[src/rtl/spi_pkt_seq_pkg.sv]
package spi_pkt_seq_pkg;

    localparam int SQ_LEN_W  = 16;
    localparam int SQ_LOOP_W = 8;
    localparam int SQ_IDLE_W = 8;

    typedef enum logic [1:0] {
        SQ_IDLE  = 2'd0,
        SQ_XFER  = 2'd1,
        SQ_GAP   = 2'd2,
        SQ_PAUSE = 2'd3
    } sq_state_e;

    typedef struct packed {
        logic [SQ_LEN_W-1:0]  len;
        logic [SQ_LOOP_W-1:0] loop;
        logic [SQ_IDLE_W-1:0] idle;
        logic                 pause_en;
        logic                 nonidle;
    } sq_cfg_t;

    typedef struct packed {
        logic act;
        logic resume;
        logic swrst;
    } sq_cmd_t;

    // Gap-free step to the next packet: neither pausing nor idling.
    function automatic logic sq_stream_on(sq_cfg_t c);
        return c.nonidle && !c.pause_en;
    endfunction

endpackage

[src/rtl/spi_pkt_seq_count.sv]
module spi_pkt_seq_count #(
    parameter int W = 8
) (
    input  logic         clk,
    input  logic         rst,
    input  logic         clr,
    input  logic         inc,
    input  logic [W-1:0] limit,
    output logic [W-1:0] value,
    output logic         at_limit
);
    logic [W-1:0] cnt_q;

    always_ff @(posedge clk) begin
        if (rst || clr) begin
            cnt_q <= '0;
        end else if (inc) begin
            cnt_q <= cnt_q + 1'b1;
        end
    end

    assign value    = cnt_q;
    assign at_limit = (cnt_q == limit);
endmodule

[src/rtl/spi_pkt_seq_gap.sv]
module spi_pkt_seq_gap #(
    parameter int W = 8
) (
    input  logic         clk,
    input  logic         rst,
    input  logic         load,
    input  logic [W-1:0] load_val,
    input  logic         run,
    output logic         expired
);
    logic [W-1:0] tmr_q;

    always_ff @(posedge clk) begin
        if (rst) begin
            tmr_q <= '0;
        end else if (load) begin
            tmr_q <= load_val;
        end else if (run && tmr_q != '0) begin
            tmr_q <= tmr_q - 1'b1;
        end
    end

    assign expired = (tmr_q == '0);
endmodule

[src/rtl/spi_pkt_seq_status.sv]
module spi_pkt_seq_status (
    input  logic       clk,
    input  logic       rst,
    input  logic       swrst,
    input  logic       rd_clr,
    input  logic       done_set,
    input  logic       done_clr,
    input  logic       pause_set,
    input  logic       pause_clr,
    input  logic       finish_ie,
    input  logic       pause_ie,
    output logic [1:0] status,
    output logic       irq
);
    logic done_q;
    logic paused_q;

    always_ff @(posedge clk) begin
        if (rst || swrst) begin
            done_q <= 1'b0;
        end else if (done_set) begin
            done_q <= 1'b1;
        end else if (rd_clr || done_clr) begin
            done_q <= 1'b0;
        end
    end

    always_ff @(posedge clk) begin
        if (rst || swrst) begin
            paused_q <= 1'b0;
        end else if (pause_set) begin
            paused_q <= 1'b1;
        end else if (rd_clr || pause_clr) begin
            paused_q <= 1'b0;
        end
    end

    assign status = {paused_q, done_q};
    assign irq    = (done_q && finish_ie) || (paused_q && pause_ie);
endmodule

[src/rtl/spi_pkt_seq.sv]
module spi_pkt_seq
    import spi_pkt_seq_pkg::*;
(
    input  logic                 clk,
    input  logic                 rst,
    input  logic                 cmd_act,
    input  logic                 cmd_resume,
    input  logic                 cmd_swrst,
    input  logic                 status_rd_clr,
    input  logic [SQ_LEN_W-1:0]  pkt_len_m1,
    input  logic [SQ_LOOP_W-1:0] pkt_loop_m1,
    input  logic [SQ_IDLE_W-1:0] cs_idle_m1,
    input  logic                 pause_en,
    input  logic                 nonidle_en,
    input  logic                 finish_ie,
    input  logic                 pause_ie,
    input  logic                 byte_ack,
    output logic                 cs_active,
    output logic                 byte_req,
    output logic [1:0]           status,
    output logic                 irq
);
    sq_state_e st_q, st_d;
    sq_cfg_t   cfg_q;
    sq_cmd_t   cmd;

    logic [SQ_LEN_W-1:0]  byte_val;
    logic [SQ_LOOP_W-1:0] pkt_val;
    logic byte_at_lim, pkt_at_lim, gap_done;
    logic take_act, take_res, ack_hit, pkt_end, xfer_end;
    logic to_gap, to_pause;

    assign cmd = '{act: cmd_act, resume: cmd_resume, swrst: cmd_swrst};

    assign take_act = cmd.act    && !cmd.swrst && (st_q == SQ_IDLE);
    assign take_res = cmd.resume && !cmd.swrst && (st_q == SQ_PAUSE);
    assign ack_hit  = (st_q == SQ_XFER) && byte_ack;
    assign pkt_end  = ack_hit && byte_at_lim;
    assign xfer_end = pkt_end && pkt_at_lim;
    assign to_pause = pkt_end && !xfer_end && cfg_q.pause_en;
    assign to_gap   = pkt_end && !xfer_end && !cfg_q.pause_en && !cfg_q.nonidle;

    // Settings are captured once, when the transfer is accepted.
    always_ff @(posedge clk) begin
        if (rst) begin
            cfg_q <= '0;
        end else if (take_act) begin
            cfg_q <= '{len: pkt_len_m1, loop: pkt_loop_m1, idle: cs_idle_m1,
                       pause_en: pause_en, nonidle: nonidle_en};
        end
    end

    spi_pkt_seq_count #(.W(SQ_LEN_W)) u_byte_cnt (
        .clk      (clk),
        .rst      (rst),
        .clr      (cmd.swrst || take_act || pkt_end),
        .inc      (ack_hit),
        .limit    (cfg_q.len),
        .value    (byte_val),
        .at_limit (byte_at_lim)
    );

    spi_pkt_seq_count #(.W(SQ_LOOP_W)) u_pkt_cnt (
        .clk      (clk),
        .rst      (rst),
        .clr      (cmd.swrst || take_act),
        .inc      (pkt_end && !pkt_at_lim),
        .limit    (cfg_q.loop),
        .value    (pkt_val),
        .at_limit (pkt_at_lim)
    );

    spi_pkt_seq_gap #(.W(SQ_IDLE_W)) u_gap (
        .clk      (clk),
        .rst      (rst),
        .load     (to_gap),
        .load_val (cfg_q.idle),
        .run      (st_q == SQ_GAP),
        .expired  (gap_done)
    );

    always_comb begin
        st_d = st_q;
        if (cmd.swrst) begin
            st_d = SQ_IDLE;
        end else begin
            unique case (st_q)
                SQ_IDLE:  if (take_act) st_d = SQ_XFER;
                SQ_XFER: begin
                    if (xfer_end)                  st_d = SQ_IDLE;
                    else if (to_pause)             st_d = SQ_PAUSE;
                    else if (to_gap)               st_d = SQ_GAP;
                    else if (sq_stream_on(cfg_q))  st_d = SQ_XFER;
                end
                SQ_GAP:   if (gap_done) st_d = SQ_XFER;
                SQ_PAUSE: if (take_res) st_d = SQ_XFER;
                default:  st_d = SQ_IDLE;
            endcase
        end
    end

    always_ff @(posedge clk) begin
        if (rst) begin
            st_q <= SQ_IDLE;
        end else begin
            st_q <= st_d;
        end
    end

    spi_pkt_seq_status u_status (
        .clk       (clk),
        .rst       (rst),
        .swrst     (cmd.swrst),
        .rd_clr    (status_rd_clr),
        .done_set  (xfer_end),
        .done_clr  (take_act),
        .pause_set (to_pause),
        .pause_clr (take_res),
        .finish_ie (finish_ie),
        .pause_ie  (pause_ie),
        .status    (status),
        .irq       (irq)
    );

    assign cs_active = (st_q == SQ_XFER);
    assign byte_req  = (st_q == SQ_XFER);
endmodule

[config.mk]
export PLATFORM = sky130hd
export DESIGN_NAME = spi_pkt_seq
export DESIGN_NICKNAME = d
export VERILOG_FILES = /design/src/rtl/spi_pkt_seq_pkg.sv /design/src/rtl/spi_pkt_seq_count.sv /design/src/rtl/spi_pkt_seq_gap.sv /design/src/rtl/spi_pkt_seq_status.sv /design/src/rtl/spi_pkt_seq.sv
export SDC_FILE = /design/constraint.sdc
export NUM_CORES = 1
export LEC_CHECK = 0
export ABC_AREA = 1
export BUFFER_PORTS_ARGS = -buffer_cell sky130_fd_sc_hd__buf_2
export CAP_MARGIN = 15
export CELL_PAD_IN_SITES_DETAIL_PLACEMENT = 1
export CELL_PAD_IN_SITES_GLOBAL_PLACEMENT = 1
export CORE_MARGIN = 2
export CORE_UTILIZATION = 40
export DETAILED_ROUTE_END_ITERATION = 12
export PLACE_DENSITY = 0.86
export SYNTH_ARGS = -nofsm -noshare
export SYNTH_HDL_FRONTEND = slang
export SYNTH_SLANG_ARGS = --single-unit
[constraint.sdc]
create_clock -name clk -period 4.2 [get_ports clk]
set_input_delay 0.84 -clock clk [delete_from_list [all_inputs] [get_ports clk]]
set_output_delay 0.84 -clock clk [all_outputs]
set_load 0.05 [all_outputs]
==> impl_metrics.yaml, run 1 <==
sta:
  grt_setup_unrepaired: "false"
  fin_crit_ns: 2.392
  clock.fmax_mhz: 418.1
  setup_tns_ns: 0
  post-route-period-util_pct: 56.95
  tightest_slew_ns: 0.9524
  hold_ws_ns: 0.4643
  hold_viol: 0
  maxSlewHeadroom_pct: 36.43
  fin_ws_ns: 1.808
  finalMaxSlewViolations: 0
  finClkSkew_ns: 0.01488
  setup_viol: 0
yosys:
  syn_area_per_cell_um2: 7.031
  synth_top_cell_area_share_pct: 37.53
  synth_edf_count: 0
  synth.net_count: 578
  synth_cells: 531
  synth_cell_types: 34
  synth_ff_type: "dfxtp_1"
  yosysSeqAreaShare_pct: 37.53
  yosys.area.top_type: "dfxtp_1"
  ys_ff_latch: 70
  synthArstFlopShare_pct: 0
  yosys_warnings: 0
  synth_area_leaders: "dfxtp_1, nand2_1, nor2_1, o21ai_0, inv_1"
  synth_area_mm2: 0.003734
setup_path:
  critPathLaunchType: "input pin"
  end_kind: "flip-flop"
  worst-setup-path-type: "in2reg"
  cp.required_ns: 4.47
  cp_max_fo: 48
  cp.arrival_ns: 2.66
  r2r_cells: 9
floorplan:
  die-width_um: 100.6
  die_h_um: 100.6
  io_pins: 48
  row_count: 35
  die_area_mm2: 0.01012
  initial_core_util_pct: 40.79
  coreArea_mm2: 0.009153
final_layout:
  nFillCells: 1211
  layout_common_cells: "nand2_1, nor2_1, dfxtp_1"
  syn2layout_area_growth_pct: 14.38
  layout_commonest_cell: "nand2_1"
  final_nets: 621
  antenna_cells: 0
  final_cell_count_no_fill: 690
  drive_gt1_share_pct: 17.96
power_and_ir_drop:
  powerDensity_mw_per_mm2: 364.3
  vdd_drop_max_mv: 0.1344
  finalPower_w: 0.001556
  p_sw_share_pct: 26.70
  pwr-share-clk_pct: 43.3
  leakagePower_nw: 1.826
  switching_power_w: 0.0004153
  power_frac_comb_pct: 11.4
  internal_power_w: 0.001140
  pwr-share-seq_pct: 45.3
placed_design:
  pre_cts_ws_ns: 1.462
  place_inst: 674
  dp_hpwl_um: 7390
  gp_congestion: 0.8377
  io_buffers: 47
detailed_routing:
  vias_per_cell: 5.094
  routedWlPerCell_um: 14.55
  drt-total-wl_um: 10040
  initialDrtViolationCount: 99
  drt_pre_antenna_iters: 4
  drc: 0
  num_vias: 3515
  ant_nets: 0
cts:
  cts.clk_slew.worst_paths_ns: 0.09
  htree_levels: 3
  cts.sinks: 70
  hold_buffers: 0
  tritoncts: "built"
  clockBufferDepth: 2
  cts_setup_buffers: 0
  worstSkewPairLatency_ns: 0.36
  root_buffer: "clkbuf_8"
  cts-resized-gates: 0
  numCtsBuffers: 9
grt:
  antenna_found_initial: 0
  grt_overflow: 0
  grt_pass1_wl_um: 16950
  grt_use_total_pct: 21.09
  grt_max_degree: 49
  grt_pass1_vias: 3659
hold_path:
  hold_path.class: "reg2reg"
  hold_depth: 2
job:
  max-cap-violations: 0
status:
  status: "finished, final reports clean"
[synthesized netlist by cell type (2+ instances only)]
cell type  number
nand2_1       106
nor2_1         94
dfxtp_1        70
inv_1          47
o21ai_0        39
a21oi_1        32
xnor2_1        18
nand3_1        17
nand4_1        16
xor2_1         13
clkbuf_1        9
inv_2           9
nor3_1          9
nand2_2         6
nor2_4          6
nor2_2          5
o21ai_1         5
ha_1            4
buf_2           3
buf_4           3
a21oi_2         2
nand2_4         2
nand3_4         2
nand4_2         2
nor2_8          2
nor3_2          2
[worst max-delay path: stages]
cell and delay [ns]:
buf_2 0.09, inv_1 0.07, nand3_1 0.10, buf_4 0.39
inv_2 0.26, nor2_2 0.26, inv_2 0.13, nor2_4 0.17
inv_2 0.13, nor3_1 0.20
[registers in the layout (all words and copies together), names as in the netlist]
name               count
u_gap.tmr_q            8
u_pkt_cnt.value        8
st_q                   2
cfg_q                 34
u_byte_cnt.value      16
u_status.paused_q      1
u_status.done_q        1
[stage by stage]
| step | cell area [µm²] | util (%) |
|---|---|---|
| 3_5_place_dp | 4033 | 44.06 |
| 6_report | 4270 | 46.66 |
| 3_3_place_gp | 4033 | 44.06 |
| 4_1_cts | 4270 | 46.66 |
| 2_1_floorplan | 3734 | - |
| 5_1_grt | 4270 | 46.66 |
[logic make-up after synthesis]
| group | Yosys count | synth area share (%) |
|---|---|---|
| AOI/OAI and AO/OA | 80 | 11.09 |
| adders and majority gates | 4 | 1.341 |
| xor gates and xnor gates | 31 | 7.272 |
| buffers and inverters | 73 | 7.942 |
| DFF | 70 | 37.53 |
| and+or+nand+nor | 273 | 34.82 |
[power by group through the flow]
stage / combinational (W) / clock, W / sequential (W)
floorplan: 0.000127 / 0 / 0.000715
global placement: 0.000168 / 0 / 0.000718
detailed placement: 0.000175 / 0 / 0.000720
CTS: 0.000179 / 0.000685 / 0.000705
global route: 0.000201 / 0.000711 / 0.000707
finish: 0.000177 / 0.000674 / 0.000704
[final timing paths]
| check | start | to | slack [ns] |
|---|---|---|---|
| worst max-delay path | cmd_swrst | u_byte_cnt.value[4] | 1.81 |
| worst min-delay path | cfg_q[5] | cfg_q[5] | 0.46 |
| worst max register to register | st_q[1] | u_byte_cnt.value[4] | 1.91 |
| worst min register to register | cfg_q[5] | cfg_q[5] | 0.46 |
[cell type report]
type / instances / area, µm² / share of cell area, %
inverter: 57 / 214.0 / 5.010
multi-input combinational: 388 / 2036 / 47.67
tap: 111 / 138.9 / 3.252
clock buffer: 10 / 127.6 / 2.989
sequential: 70 / 1401 / 32.82
clock inverter: 6 / 110.1 / 2.578
timing repair buffer: 48 / 242.7 / 5.684
[layer usage]
layer	up-vias	part of all wire (%)	GRT usage [%]	routed length (µm)
met4	0	2.9	10.12	293
li1	1775	-	-	-
met3	26	3.0	2.705	306
met1	1649	44	25.06	4437
met5	-	0	0	0
met2	65	50	37.38	5001
(Power assumes the default switching activity.)
==> run 2, diff against run 1 <==
--- a/config.mk
+++ b/config.mk
@@ -11,9 +11,9 @@
 export CELL_PAD_IN_SITES_DETAIL_PLACEMENT = 1
 export CELL_PAD_IN_SITES_GLOBAL_PLACEMENT = 1
 export CORE_MARGIN = 2
-export CORE_UTILIZATION = 40
+export CORE_UTILIZATION = 37
 export DETAILED_ROUTE_END_ITERATION = 12
-export PLACE_DENSITY = 0.86
+export PLACE_DENSITY = 0.84
 export SYNTH_ARGS = -nofsm -noshare
 export SYNTH_HDL_FRONTEND = slang
 export SYNTH_SLANG_ARGS = --single-unit
==> constraint.sdc (replaced) <==
create_clock -name clk -period 2.2 [get_ports clk]
set_input_delay 0.44 -clock clk [delete_from_list [all_inputs] [get_ports clk]]
set_output_delay 0.44 -clock clk [all_outputs]
set_load 0.05 [all_outputs]
==> run 2 against run 1 <==
Critical endpoint is now u_gap.tmr_q[2]; setup slack worse by 1.5 ns; via count decreased by 0.91%; combinational power grew 90%; clock power up 27%; count of clock-buffer cells in the layout rose by 3; non-clock buffer count up 2; sequential power grew 92%; sequential cell count stayed put; register-to-register slack got worse by 1.6 ns; worst hold slack worse by 0.12 ns; first-iteration DRC count is 17% lower.
==> impl_metrics.yaml, run 2 (synthesized netlist as in run 1, its figures left out) <==
status:
  status: "finished, final reports clean"
setup_path:
  end_kind: "flip-flop"
  crit_family: "simple AND/OR/NAND/NOR gates"
  cp.required_ns: 2.48
  critPathSlowestCell: "dfxtp_1"
  critPathLaunchType: "flip-flop"
  worst-path-buf-inv: 0
  crit_chain: "xnor2_1 -> nand2_1 -> nor2_1 -> nand2_1 -> nand4_2 -> nand2_2 -> nor2_1 -> nor2_1 -> nor2_1"
  path_common_cell: "nor2_1"
  cp_max_fo: 16
  worst-setup-path-type: "reg2reg"
  cp.arrival_ns: 2.20
  slowest_delay_ns: 0.43
job:
  max-cap-violations: 0
detailed_routing:
  ant_nets: 0
  initialDrtViolationCount: 82
  routedWlPerCell_um: 13.70
  drt-total-wl_um: 9766
  num_vias: 3483
  drt_pre_antenna_iters: 4
  vias_per_cell: 4.885
  drc: 0
sta:
  tightest_slew_ns: 0.6026
  maxSlewHeadroom_pct: 59.73
  hold_ws_ns: 0.3486
  fin_crit_ns: 1.914
  grt_setup_unrepaired: "false"
  clock.fmax_mhz: 522.5
  setup_tns_ns: 0
  setup_viol: 0
  finClkSkew_ns: 0.005558
  hold_viol: 0
  post-route-period-util_pct: 87.00
  finalMaxSlewViolations: 0
cts:
  cts_setup_buffers: 0
  numCtsBuffers: 9
  worstSkewPairLatency_ns: 0.34
  cts.clk_slew.worst_paths_ns: 0.07
  tritoncts: "built"
  cts.sinks: 70
  hold_buffers: 0
  root_buffer: "clkbuf_8"
  htree_levels: 3
  cts-resized-gates: 0
  clockBufferDepth: 2
power_and_ir_drop:
  leakagePower_nw: 1.800
  powerDensity_mw_per_mm2: 601.0
  pwr-share-seq_pct: 53.0
  internal_power_w: 0.001829
  p_sw_share_pct: 27.94
  pwr-share-clk_pct: 33.8
  switching_power_w: 0.0007093
  vdd_drop_max_mv: 0.2134
  power_frac_comb_pct: 13.2
final_layout:
  layout_common_cells: "nand2_1, nor2_1, dfxtp_1"
  final_nets: 623
  top_register: "cfg_q"
  antenna_cells: 0
  stdcell_area_mm2: 0.004224
  layout_commonest_cell: "nand2_1"
  syn2layout_area_growth_pct: 13.14
  largest_reg_flops: 34
  drive_gt1_share_pct: 17.59
grt:
  grt_pass1_vias: 3729
  grt_pass1_wl_um: 17010
  grt_overflow: 0
  antenna_found_initial: 0
  grt_max_degree: 48
  grt_use_total_pct: 19.18
floorplan:
  initial_core_util_pct: 38.20
  coreArea_mm2: 0.009774
  die_area_mm2: 0.01091
  row_count: 36
  die-width_um: 104.5
  io_pins: 48
  die_h_um: 104.5
placed_design:
  placed_area_mm2: 0.004075
  io_buffers: 47
  dp_hpwl_um: 7652
  gp_congestion: 0.8189
hold_path:
  hold_path.class: "in2reg"
-- run 2: cell count changes in the layout (fill, tap and decap cells not counted), sizes merged --
cell / change
bufinv: -3
clkbuf: +3
buf: +2
clkinvlp: -2
clkinv: +1
-- run 2: path summary, 6_finish.rpt --
kind	start	end	slack [ns]	cells after the start
worst min register to register	cfg_q[5]	cfg_q[5]	0.47	2
worst max register to register	u_pkt_cnt.value[0]	u_gap.tmr_q[2]	0.29	9
worst min-delay path	pkt_len_m1[15]	cfg_q[33]	0.35	3
worst max-delay path	u_pkt_cnt.value[0]	u_gap.tmr_q[2]	0.29	9
-- run 2: layout make-up --
| class | instances | area [µm²] |
|---|---|---|
| inverter | 57 | 214.0 |
| timing repair buffer | 50 | 257.7 |
| tap | 133 | 166.4 |
| sequential | 70 | 1401 |
| multi-input combinational | 388 | 2036 |
| clock inverter | 2 | 10.01 |
| clock buffer | 13 | 138.9 |
| fill | 1274 | 5550 |
-- run 2: stage by stage --
stage               util, %  total power (W)  instances  setup WS (ns)
floorplan                 -         0.001608        531         0.4633
global placement      41.69         0.001698        698         0.3875
detailed placement    41.69         0.001714        698         0.2608
CTS                   43.22         0.002577        713         0.2458
global route          43.22         0.002691        713        0.06277
finish                43.22         0.002539        713         0.2860
-- run 2: power groups by stage --
stage | clock (W) | sequential, W | combinational, W
after CTS | 0.000890 | 0.00135 | 0.000341
after detailed placement | 0 | 0.00138 | 0.000339
final | 0.000857 | 0.00135 | 0.000336
after global routing | 0.000954 | 0.00135 | 0.000385
after global placement | 0 | 0.00137 | 0.000326
after floorplan | 0 | 0.00136 | 0.000243
-- run 2: worst register-to-register path, delay by kind of cell (launching register included) --
family        cells  cell delay (ns)
flops             1             0.43
xor+xnor          1             0.14
simple gates      8             1.27
-- run 2: per-layer routing --
| metal | track usage (%) | vias to the layer above | wire [µm] |
|---|---|---|---|
| met1 | 22.27 | 1631 | 4395 |
| li1 | - | 1783 | - |
| met2 | 33.89 | 52 | 4810 |
| met5 | 0 | - | 0 |
| met4 | 6.564 | 0 | 177 |
| met3 | 5.138 | 17 | 383 |
==> run 3, diff against run 2 <==
--- a/config.mk
+++ b/config.mk
@@ -13,7 +13,8 @@
 export CORE_MARGIN = 2
 export CORE_UTILIZATION = 37
 export DETAILED_ROUTE_END_ITERATION = 12
-export PLACE_DENSITY = 0.84
+export PLACE_DENSITY = 0.85
 export SYNTH_ARGS = -nofsm -noshare
 export SYNTH_HDL_FRONTEND = slang
+export SYNTH_HIERARCHICAL = 1
 export SYNTH_SLANG_ARGS = --single-unit
==> run 3 against run 2 <==
Clock power rose by 37%; area after synthesis fell by 0.74%; combinational power fell by 19%; sequential cell count did not move; global-route usage rose by 0.72 points; synthesized cell count rose by 6.8%; sequential share of layout area fell by 0.22 points; critical path type unchanged; highest routed layer unchanged.
==> impl_metrics.yaml, run 3 <==
status:
  status: "finished, final reports clean"
yosys:
  synth_common_cells: "nor2_1, nand2_1, dfxtp_1, inv_1, nand3_1"
  synthArstFlopShare_pct: 0
  muxShareOfSynthArea_pct: 0
  synth.net_count: 614
  yosys.area.top_type: "dfxtp_1"
  synth_cells: 567
  synthXorXnorAreaFrac_pct: 3.309
  yosys_warnings: 6
  synth_ff_type: "dfxtp_1"
  synth_top_family_by_area: "simple AND/OR/NAND/NOR gates"
  synth_cell_types: 30
  syn_area_per_cell_um2: 6.536
  synth_area_leaders: "dfxtp_1, nor2_1, nand2_1, inv_1, nand3_1"
  ys_ff_latch: 70
  synthAdderAreaFrac_pct: 1.350
  synth-simple-area-share_pct: 36.39
  synth_area_mm2: 0.003706
  yosysSeqAreaShare_pct: 37.81
  synth_top_cell_area_share_pct: 37.81
  synth_edf_count: 0
  synth_compound_area_share_pct: 10.30
  yosysMostFrequentCell: "nor2_1"
setup_path:
  worst-setup-path-type: "reg2reg"
  cp_max_fo: 10
  critPathSlowestCell: "dfxtp_1"
  end_kind: "flip-flop"
  crit_family: "simple AND/OR/NAND/NOR gates"
  slowest_delay_ns: 0.43
  worst-path-buf-inv: 3
  cp.arrival_ns: 2.24
  cp.required_ns: 2.45
  crit_chain: "xnor2_1 -> nand2_1 -> nor2_2 -> nand2_1 -> nor2_2 -> inv_1 -> nor2_2 -> nand2_2 -> nor2_4 -> inv_2 -> nand2_4 -> clkinv_2 -> nor2_1 -> nor2_1"
  path_common_cell: "nor2_2"
  critPathLaunchType: "flip-flop"
power_and_ir_drop:
  powerDensity_mw_per_mm2: 650.4
  pwr-share-clk_pct: 42.0
  power_frac_comb_pct: 9.8
  switching_power_w: 0.0007062
  finalPower_w: 0.002790
  leakagePower_nw: 1.836
  vdd_drop_max_mv: 0.2773
  internal_power_w: 0.002084
  p_sw_share_pct: 25.31
  pwr-share-seq_pct: 48.2
floorplan:
  coreArea_mm2: 0.009729
  die_area_mm2: 0.01083
  row_count: 36
  io_pins: 48
  initial_core_util_pct: 38.09
  die_h_um: 104.1
  die-width_um: 104.1
cts:
  cts_setup_buffers: 0
  clockBufferDepth: 2
  tritoncts: "built"
  cts.clk_slew.worst_paths_ns: 0.08
  worstSkewPairLatency_ns: 0.35
  numCtsBuffers: 9
  htree_levels: 3
  root_buffer: "clkbuf_8"
  cts.sinks: 70
final_layout:
  antenna_cells: 0
  layout_common_cells: "nor2_1, nand2_1, dfxtp_1"
  nFillCells: 1314
  syn2layout_area_growth_pct: 15.77
  layout_commonest_cell: "nor2_1"
  final_nets: 661
  seq_area_mm2: 0.001414
  largest_reg_flops: 34
  final_cell_count_no_fill: 752
  stdcell_area_mm2: 0.004290
  top_register: "cfg_q"
  drive_gt1_share_pct: 18.58
  multi_input_area_mm2: 0.001931
hold_path:
  hold_path.class: "in2reg"
detailed_routing:
  ant_nets: 0
  initialDrtViolationCount: 95
  drt-total-wl_um: 10220
  drt_pre_antenna_iters: 4
  vias_per_cell: 4.886
  num_vias: 3674
  drc: 0
  routedWlPerCell_um: 13.59
grt:
  grt_pass1_vias: 3881
  grt_pass1_wl_um: 17420
  grt_max_degree: 34
  grt_overflow: 0
  antenna_found_initial: 0
  grt_use_total_pct: 19.90
placed_design:
  placed_area_mm2: 0.004024
  gp_congestion: 0.8445
  dp_hpwl_um: 7754
  io_buffers: 47
  place_inst: 736
sta:
  hold_viol: 0
  finClkSkew_ns: 0.009970
  fin_crit_ns: 1.997
  clock.fmax_mhz: 500.7
  post-route-period-util_pct: 90.79
  maxSlewHeadroom_pct: 59.16
  tightest_slew_ns: 0.6117
  hold_ws_ns: 0.3217
  setup_viol: 0
  finalMaxSlewViolations: 0
job:
  max-cap-violations: 0
## run 3: cell count changes in the layout (fill, tap and decap cells not counted), moves of 9 or more
cell,previous run,this run
xor2_1,13,0
nand3_1,17,35
nand4_1,16,7
nor2_1,94,128
o21ai_1,5,16
nand2_1,106,117
o21ai_0,39,28
inv_1,47,61
## run 3: worst paths after layout
kind / start / endpoint / slack (ns) / depth (start not counted)
worst min register to register: cfg_q[4] / cfg_q[4] / 0.50 / 2
worst max-delay path: u_byte_cnt/value[3] / u_gap/tmr_q[1] / 0.20 / 14
worst min-delay path: cs_idle_m1[6] / cfg_q[8] / 0.32 / 3
worst max register to register: u_byte_cnt/value[3] / u_gap/tmr_q[1] / 0.20 / 14
## run 3: stage by stage
step	util [%]	TNS, ns	setup slack, ns
6_report	44.10	0	0.2027
5_1_grt	44.10	-0.01972	-0.01908
4_1_cts	43.66	0	0.004830
3_5_place_dp	41.36	0	0.04740
3_3_place_gp	41.36	0	0.1699
2_1_floorplan	-	0	0.2112
## run 3: kinds of logic after synthesis
family	count (synthesis)
AND/OR/NAND/NOR	320
buffers and inverters	86
AO/OA/AOI/OAI	73
flip-flops	70
XOR/XNOR	14
adder cells (fa/ha/maj)	4
## run 3: layout make-up
cell class                      instances  share of cell area [%]
Tap cell                              133                   3.879
Inverter                               69                   6.066
Sequential cell                        70                   32.95
Timing Repair Buffer                   53                   6.912
Clock buffer                           10                   3.208
Clock inverter                          6                   1.983
Multi-Input combinational cell        411                   45.00
## run 3: per-layer routing
layer  vias to the layer above  GRT usage, %  wire, µm
met2                        58         35.67      5156
met3                        29         3.697       319
met1                      1726         22.49      4376
met4                         0         10.04       364
met5                         -             0         0
li1                       1861             -         -
## run 3: power groups by stage
stage               logic, W  registers [W]  clock network, W
global placement    0.000256        0.00137                 0
floorplan           0.000185        0.00136                 0
global route        0.000312        0.00135           0.00126
finish              0.000273        0.00134           0.00117
detailed placement  0.000268        0.00138                 0
CTS                 0.000270        0.00135           0.00120
## run 3: repair_timing
item	4_1_cts	5_1_grt
endpoints found under the hold margin	0	0
pin swaps	0	0
resized for setup	1	18
setup endpoints to repair	2	15
gates cloned	0	0
hold buffers	0	0
## run 3: worst min-delay path, delay by kind of cell
family | cells | cell delay (ns)
buffers and inverters | 1 | 0.08
AND/OR/NAND/NOR | 1 | 0.07
AO/OA/AOI/OAI | 1 | 0.06
